### config.mk
export PLATFORM = sky130hd
export DESIGN_NAME = fbr_bit_timer
export DESIGN_NICKNAME = d
export VERILOG_FILES = /design/src/rtl/fbr_pkg.sv /design/src/rtl/fbr_prescaler.sv /design/src/rtl/fbr_bit_seq.sv /design/src/rtl/fbr_channel.sv /design/src/rtl/fbr_bit_timer.sv
export SDC_FILE = /design/constraint.sdc
export NUM_CORES = 1
export LEC_CHECK = 0
export ABC_AREA = 1
export BUFFER_PORTS_ARGS = -buffer_cell sky130_fd_sc_hd__buf_2
export CAP_MARGIN = 40
export CORE_MARGIN = 1
export CORE_UTILIZATION = 52
export CTS_CLUSTER_SIZE = 25
export DETAILED_ROUTE_END_ITERATION = 6
export PLACE_DENSITY_LB_ADDON = 0.08
export SETUP_SLACK_MARGIN = 0.05
export SYNTH_ARGS = -nofsm -noshare
export SYNTH_HDL_FRONTEND = slang
export SYNTH_SLANG_ARGS = --single-unit
### constraint.sdc
create_clock -name clk -period 2.4 [get_ports clk]
set_input_delay 0.48 -clock clk [delete_from_list [all_inputs] [get_ports clk]]
set_output_delay 0.48 -clock clk [all_outputs]
set_load 0.05 [all_outputs]
### src/rtl/fbr_pkg.sv
package fbr_pkg;

    // Oversampling ticks in a nominal bit
    localparam int OVS_TICKS  = 16;
    // Counter width able to hold a stretched bit (17 ticks)
    localparam int TICK_CNT_W = $clog2(OVS_TICKS + 2);
    // Number of directions served (transmit, receive)
    localparam int N_DIR      = 2;

    typedef enum logic [1:0] {
        ADJ_KEEP0   = 2'd0,
        ADJ_STRETCH = 2'd1,
        ADJ_KEEP    = 2'd2,
        ADJ_SHRINK  = 2'd3
    } adj_code_e;

    typedef struct packed {
        logic tick;
        logic bit_end;
        logic busy;
    } chan_flags_t;

    // Index of the final tick in a bit for a given adjustment code
    function automatic logic [TICK_CNT_W-1:0] last_tick_of(adj_code_e code);
        case (code)
            ADJ_STRETCH: return TICK_CNT_W'(OVS_TICKS);
            ADJ_SHRINK:  return TICK_CNT_W'(OVS_TICKS - 2);
            default:     return TICK_CNT_W'(OVS_TICKS - 1);
        endcase
    endfunction

    // Map a raw frame length into the legal range 1..max_pos
    function automatic int clamp_len(int raw, int max_pos);
        if (raw < 1)
            return 1;
        else if (raw > max_pos)
            return max_pos;
        else
            return raw;
    endfunction

endpackage

### src/rtl/fbr_prescaler.sv
module fbr_prescaler #(
    parameter int DIV_W = 8
) (
    input  logic             clk,
    input  logic             rst,
    input  logic             clear,
    input  logic             run,
    input  logic [DIV_W-1:0] div,
    output logic             tick
);

    logic [DIV_W-1:0] cnt_q;

    assign tick = run && (cnt_q == div);

    always_ff @(posedge clk) begin
        if (rst || clear) begin
            cnt_q <= '0;
        end else if (run) begin
            if (tick)
                cnt_q <= '0;
            else
                cnt_q <= cnt_q + 1'b1;
        end
    end

endmodule

### src/rtl/fbr_bit_seq.sv
module fbr_bit_seq
    import fbr_pkg::*;
#(
    parameter int MAX_POS = 12,
    parameter int IDX_W   = 4,
    parameter int PAT_W   = 24
) (
    input  logic             clk,
    input  logic             rst,
    input  logic             start,
    input  logic             tick,
    input  logic [PAT_W-1:0] pat_i,
    input  logic [IDX_W-1:0] len_i,
    output logic             busy,
    output logic             bit_end,
    output logic [IDX_W-1:0] idx
);

    logic [PAT_W-1:0]      pat_q;
    logic [IDX_W-1:0]      len_q;
    logic [IDX_W-1:0]      idx_q;
    logic [TICK_CNT_W-1:0] tcnt_q;
    logic                  busy_q;

    adj_code_e             code;
    logic [TICK_CNT_W-1:0] last_tick;
    logic                  at_last_tick;
    logic                  at_last_pos;

    // Select the code of the running position
    always_comb begin
        code = ADJ_KEEP;
        for (int k = 0; k < MAX_POS; k++) begin
            if (idx_q == IDX_W'(k))
                code = adj_code_e'(pat_q[2*k +: 2]);
        end
    end

    assign last_tick    = last_tick_of(code);
    assign at_last_tick = (tcnt_q == last_tick);
    assign at_last_pos  = (idx_q == len_q - 1'b1);

    assign bit_end = busy_q && tick && at_last_tick;
    assign busy    = busy_q;
    assign idx     = idx_q;

    always_ff @(posedge clk) begin
        if (rst) begin
            busy_q <= 1'b0;
            idx_q  <= '0;
            tcnt_q <= '0;
            pat_q  <= '0;
            len_q  <= IDX_W'(1);
        end else if (start) begin
            busy_q <= 1'b1;
            idx_q  <= '0;
            tcnt_q <= '0;
            pat_q  <= pat_i;
            len_q  <= IDX_W'(clamp_len(int'(len_i), MAX_POS));
        end else if (busy_q && tick) begin
            if (at_last_tick) begin
                tcnt_q <= '0;
                if (at_last_pos) begin
                    busy_q <= 1'b0;
                    idx_q  <= '0;
                end else begin
                    idx_q  <= idx_q + 1'b1;
                end
            end else begin
                tcnt_q <= tcnt_q + 1'b1;
            end
        end
    end

endmodule

### src/rtl/fbr_channel.sv
module fbr_channel
    import fbr_pkg::*;
#(
    parameter int DIV_W   = 8,
    parameter int MAX_POS = 12,
    parameter int IDX_W   = 4,
    parameter int PAT_W   = 24
) (
    input  logic             clk,
    input  logic             rst,
    input  logic             start,
    input  logic [DIV_W-1:0] div_i,
    input  logic [PAT_W-1:0] pat_i,
    input  logic [IDX_W-1:0] len_i,
    output chan_flags_t      flags,
    output logic [IDX_W-1:0] idx
);

    logic [DIV_W-1:0] div_q;
    logic             tick;
    logic             busy;
    logic             bit_end;

    // The divisor is held for the whole frame
    always_ff @(posedge clk) begin
        if (rst)
            div_q <= '0;
        else if (start)
            div_q <= div_i;
    end

    fbr_prescaler #(
        .DIV_W (DIV_W)
    ) u_presc (
        .clk   (clk),
        .rst   (rst),
        .clear (start),
        .run   (busy),
        .div   (div_q),
        .tick  (tick)
    );

    fbr_bit_seq #(
        .MAX_POS (MAX_POS),
        .IDX_W   (IDX_W),
        .PAT_W   (PAT_W)
    ) u_seq (
        .clk     (clk),
        .rst     (rst),
        .start   (start),
        .tick    (tick),
        .pat_i   (pat_i),
        .len_i   (len_i),
        .busy    (busy),
        .bit_end (bit_end),
        .idx     (idx)
    );

    assign flags.tick    = tick;
    assign flags.bit_end = bit_end;
    assign flags.busy    = busy;

endmodule

### src/rtl/fbr_bit_timer.sv
module fbr_bit_timer
    import fbr_pkg::*;
#(
    parameter  int DIV_W   = 8,
    parameter  int MAX_POS = 12,
    localparam int IDX_W   = $clog2(MAX_POS + 1),
    localparam int PAT_W   = 2 * MAX_POS
) (
    input  logic             clk,
    input  logic             rst,
    input  logic [DIV_W-1:0] div_i,
    input  logic [PAT_W-1:0] tx_pat_i,
    input  logic [PAT_W-1:0] rx_pat_i,
    input  logic [IDX_W-1:0] tx_len_i,
    input  logic [IDX_W-1:0] rx_len_i,
    input  logic             tx_start_i,
    input  logic             rx_start_i,
    output logic             tx_tick_o,
    output logic             tx_bit_end_o,
    output logic [IDX_W-1:0] tx_bit_idx_o,
    output logic             tx_busy_o,
    output logic             rx_tick_o,
    output logic             rx_bit_end_o,
    output logic [IDX_W-1:0] rx_bit_idx_o,
    output logic             rx_busy_o
);

    logic             start_a [N_DIR];
    logic [PAT_W-1:0] pat_a   [N_DIR];
    logic [IDX_W-1:0] len_a   [N_DIR];
    chan_flags_t      flags_a [N_DIR];
    logic [IDX_W-1:0] idx_a   [N_DIR];

    assign start_a[0] = tx_start_i;
    assign start_a[1] = rx_start_i;
    assign pat_a[0]   = tx_pat_i;
    assign pat_a[1]   = rx_pat_i;
    assign len_a[0]   = tx_len_i;
    assign len_a[1]   = rx_len_i;

    for (genvar g = 0; g < N_DIR; g++) begin : g_dir
        fbr_channel #(
            .DIV_W   (DIV_W),
            .MAX_POS (MAX_POS),
            .IDX_W   (IDX_W),
            .PAT_W   (PAT_W)
        ) u_chan (
            .clk   (clk),
            .rst   (rst),
            .start (start_a[g]),
            .div_i (div_i),
            .pat_i (pat_a[g]),
            .len_i (len_a[g]),
            .flags (flags_a[g]),
            .idx   (idx_a[g])
        );
    end

    assign tx_tick_o    = flags_a[0].tick;
    assign tx_bit_end_o = flags_a[0].bit_end;
    assign tx_busy_o    = flags_a[0].busy;
    assign tx_bit_idx_o = idx_a[0];
    assign rx_tick_o    = flags_a[1].tick;
    assign rx_bit_end_o = flags_a[1].bit_end;
    assign rx_busy_o    = flags_a[1].busy;
    assign rx_bit_idx_o = idx_a[1];

endmodule

==> Implementation_results.wiki <==
{| class="wikitable"
! Metric !! Value
|-
| Shortest period the worst path allows || 3.06 ns
|-
| CTS Hold Buffers Added || 0
|-
| TritonCTS clock tree || done
|-
| Routed wire per std cell || 12.7 um
|-
| Result of the run || finished, violations left
|-
| Vias per cell || 5.11
|-
| Fraction of the yosys area taken by sequential cells || 38.0%
|-
| RePlAce Congestion || 0.930
|-
| Max H-tree Level || 3
|-
| Max-cap violations || 0
|-
| Library cell with the highest instance count after synthesis || nor2_1
|-
| Number of synthesis warnings || 0
|-
| Dpl cell area || about 6600 sq um
|-
| Count of vias placed by the detailed router || around 5700
|-
| Global-route wire length before repair || between 20000 and 25000 um
|-
| Remaining antenna violation count after routing || 0
|-
| Standard-cell rows || 37
|-
| Antenna violations before repair || 0
|-
| Final critical-path share of the clock period || 127%
|-
| Number of distinct library cells after synthesis || 37
|-
| Antenna diode count || 0
|-
| Maximum count of clock buffers along a single path || 2
|-
| Power per cell area || slightly above 500 nW/um^2
|-
| Transition at the pin with the smallest max-transition slack || between 0.7 and 0.8 ns
|-
| Most used routing layer || met2
|-
| Crit Reg-Reg Startpoint || g_dir[0].u_chan.u_seq.idx[0]
|-
| Routing usage on met2 || 46.5%
|-
| Origin of the worst min-delay path || rx_pat_i[15]
|-
| Max_slew headroom || 51.1%
|-
| Setup violations, final || 11
|-
| Worst-case reg-to-reg path depth || 26
|-
| Number of flops mapped to enable cells by yosys || 0
|-
| Kind of path behind the tightest hold check || in2reg
|-
| Fraction of post-synthesis cell area in the top cell type by area || 38.0%
|-
| Met1 track demand over resource || between 20 and 30%
|-
| Worst-path fanout max || 4
|-
| Clock Skew || 0.00747 ns
|-
| Total half-perimeter wirelength after legalization and detailed placement || between 10000 and 15000 um
|-
| Maximum number of pins on one net before global-route repair || 44
|-
| Required time of the critical path || 1.92 ns
|-
| Reg clk slew, reported paths || 0.10 ns
|-
| Router iterations before antenna repair || 7
|-
| Nature of the critical path startpoint || flip-flop
|-
| Top cells by instance count after synthesis || nor2_1 (171), nand2_1 (165), dfxtp_1 (108)
|-
| Die extent in y || 107 um
|-
| Synth Instances || 853
|-
| F_max || 327 MHz
|-
| Number of global-route vias before repair || roughly 5400
|-
| Async set-or-reset flop fraction in the synthesized netlist || 0%
|-
| Unrepaired setup endpoints after global routing || true
|-
| Static leakage || 0.00320 uW
|-
| Final routed DRC violation total || 0
|-
| Area of all placed cells without fillers || 7190 sq um
|-
| Source-to-sink clock delay at the later pin of the worst-skew pair || 0.39 ns
|-
| Syn nets || ~940
|-
| Worst slack, placed || -0.393 ns
|-
| Leading cell types by total area after synthesis || dfxtp_1 (38%), nor2_1 (11%), nand2_1 (11%)
|-
| Total detailed-routing wirelength || 14100 um
|-
| Final hold slack || 0.302 ns
|-
| Width of the die || approximately 110 um
|-
| Floorplan die area || 11400 sq um
|-
| Violated checks || negative setup slack
|-
| PortBufs || 81
|-
| Total Routing Usage GR || 25.4%
|-
| Grt total ovfl || 0
|-
| Std-Cell Core Area || 10500 sq um
|-
| Number of cells on the worst hold path || 3
|-
| Share of cells above drive strength 1 || 25.4%
|-
| Syn Std Cell Area || 5690 sq um
|-
| # IOs || 82
|-
| Pwr Total || between 3000 and 4000 uW
|-
| TritonCTS buffer count || 9
|-
| Post-synthesis average cell area || about 6.7 sq um
|-
| Worst setup path startpoint || g_dir[0].u_chan.u_seq.idx[0]
|-
| Endpoints failing hold || 0
|-
| Total of flip-flops plus latches after synthesis || around 110
|-
| Initial standard-cell utilization of the core || between 50% and 60%
|-
| Dominant synthesized flop cell || dfxtp_1
|-
| Number of design-rule violations left by the first detailed-router iteration || 239
|-
| Path type of the worst setup path || reg2out
|-
| Max-slew violation count || 0
|-
| Post-synth top area cell || dfxtp_1
|-
| Sinks on Clock Net || 108
|-
| CP endpoint kind || output pin
|-
| Area grow syn2layout || 26.4%
|-
| Root Buffer Master || clkbuf_8
|-
| Post-route setup slack || -0.659 ns
|-
| Arr. time, crit path || 2.58 ns
|-
| Met3 demand-to-capacity share in global routing || between 6 and 7%
|-
| Final #Nets || 1055
|-
| Peak VDD IR || ~0.43 mV
|}
-- sequential cells by signal, summed over array words and instances (netlist names) --
register,count
g_dir.u_chan.u_presc.cnt_q,16
g_dir.u_chan.u_seq.busy,2
g_dir.u_chan.u_seq.len_q,8
g_dir.u_chan.div_q,16
g_dir.u_chan.u_seq.idx,8
g_dir.u_chan.u_seq.pat_q,48
g_dir.u_chan.u_seq.tcnt_q,10
-- through the flow --
step                util [%]  TNS [ns]  instances
floorplan                  -    -0.367        853
global placement        63.1    -0.635       1089
detailed placement      63.1     -1.71       1089
CTS                     66.8     -2.08       1108
global route            68.7     -7.30       1114
finish                  68.7     -3.43       1114
-- where the power goes --
part / switching [uW] / internal, uW / total [uW]
clock: 631 / 615 / 1250
combinational: 301 / 204 / 506
sequential: 48.9 / 1870 / 1920
total: 982 / 2690 / 3670
-- critical path, cell delays in order, from the launching register on --
cell	delay, ns
dfxtp_4	0.40
ha_1	0.22
nand2_2	0.10
o21ai_1	0.12
inv_1	0.05
nand2_1	0.06
nand2_1	0.05
nand2_1	0.07
nand2_1	0.05
nand2_1	0.05
nand2_1	0.05
nand2_1	0.05
nand2_1	0.06
nand2_2	0.09
nand2_4	0.07
buf_4	0.13
nand4_1	0.09
nand2_2	0.07
nor2_4	0.12
nand3_4	0.11
clkinv_8	0.07
buf_12	0.12
-- final cells by class --
type,instances,area [sq um]
fillers,939,3280
multi-input cells,613,3290
repair buffers,134,883
clock inverters,6,85.1
flip-flops and latches,108,2190
inverters,107,434
clock buffers,10,138
well taps,136,170
-- path summary, 6_finish.rpt --
| check | end | slack (ns) |
|---|---|---|
| worst max-delay path | tx_bit_end_o | -0.66 |
| worst min-delay path | g_dir[1].u_chan.u_seq.pat_q[15] | 0.30 |
| worst max register to register | g_dir[0].u_chan.u_seq.tcnt_q[2] | -0.34 |
| worst min register to register | g_dir[1].u_chan.u_seq.pat_q[9] | 0.46 |
-- cells in the final DEF, fill, tap and decap left out, types with 21 or more instances in the layout --
master   instances
buf_4           45
nand2_1        150
inv_1           93
buf_2           77
dfxtp_1         97
nand3_1         29
o21ai_0         79
a21oi_1         39
nor2_1         164
nand2_2         21
-- per-layer routing --
layer  up-vias  wire, um
li1       2947         -
met1      2614      6110
met2       108      7270
met3        19       486
met4         0       233
met5         -         0
-- cell families (layout without fill, tap and decap cells) --
family | after synthesis | after routing | synth area share, %
and+or+nand+nor | 439 | 439 | 33.6
adders and majority gates | 14 | 14 | 3.08
DFF | 108 | 108 | 38.0
buffers and inverters | 132 | 257 | 9.26
xor gates and xnor gates | 23 | 23 | 3.54
AOI/OAI and AO/OA | 137 | 137 | 12.5
-- timing repair --
item,in CTS,in global routing
endpoints found under the setup margin,19,24
setup buffers,3,7
resized for setup,35,42
pin swaps,7,28
endpoints found under the hold margin,0,0
Note: power is estimated with default switching activity, not from simulation.
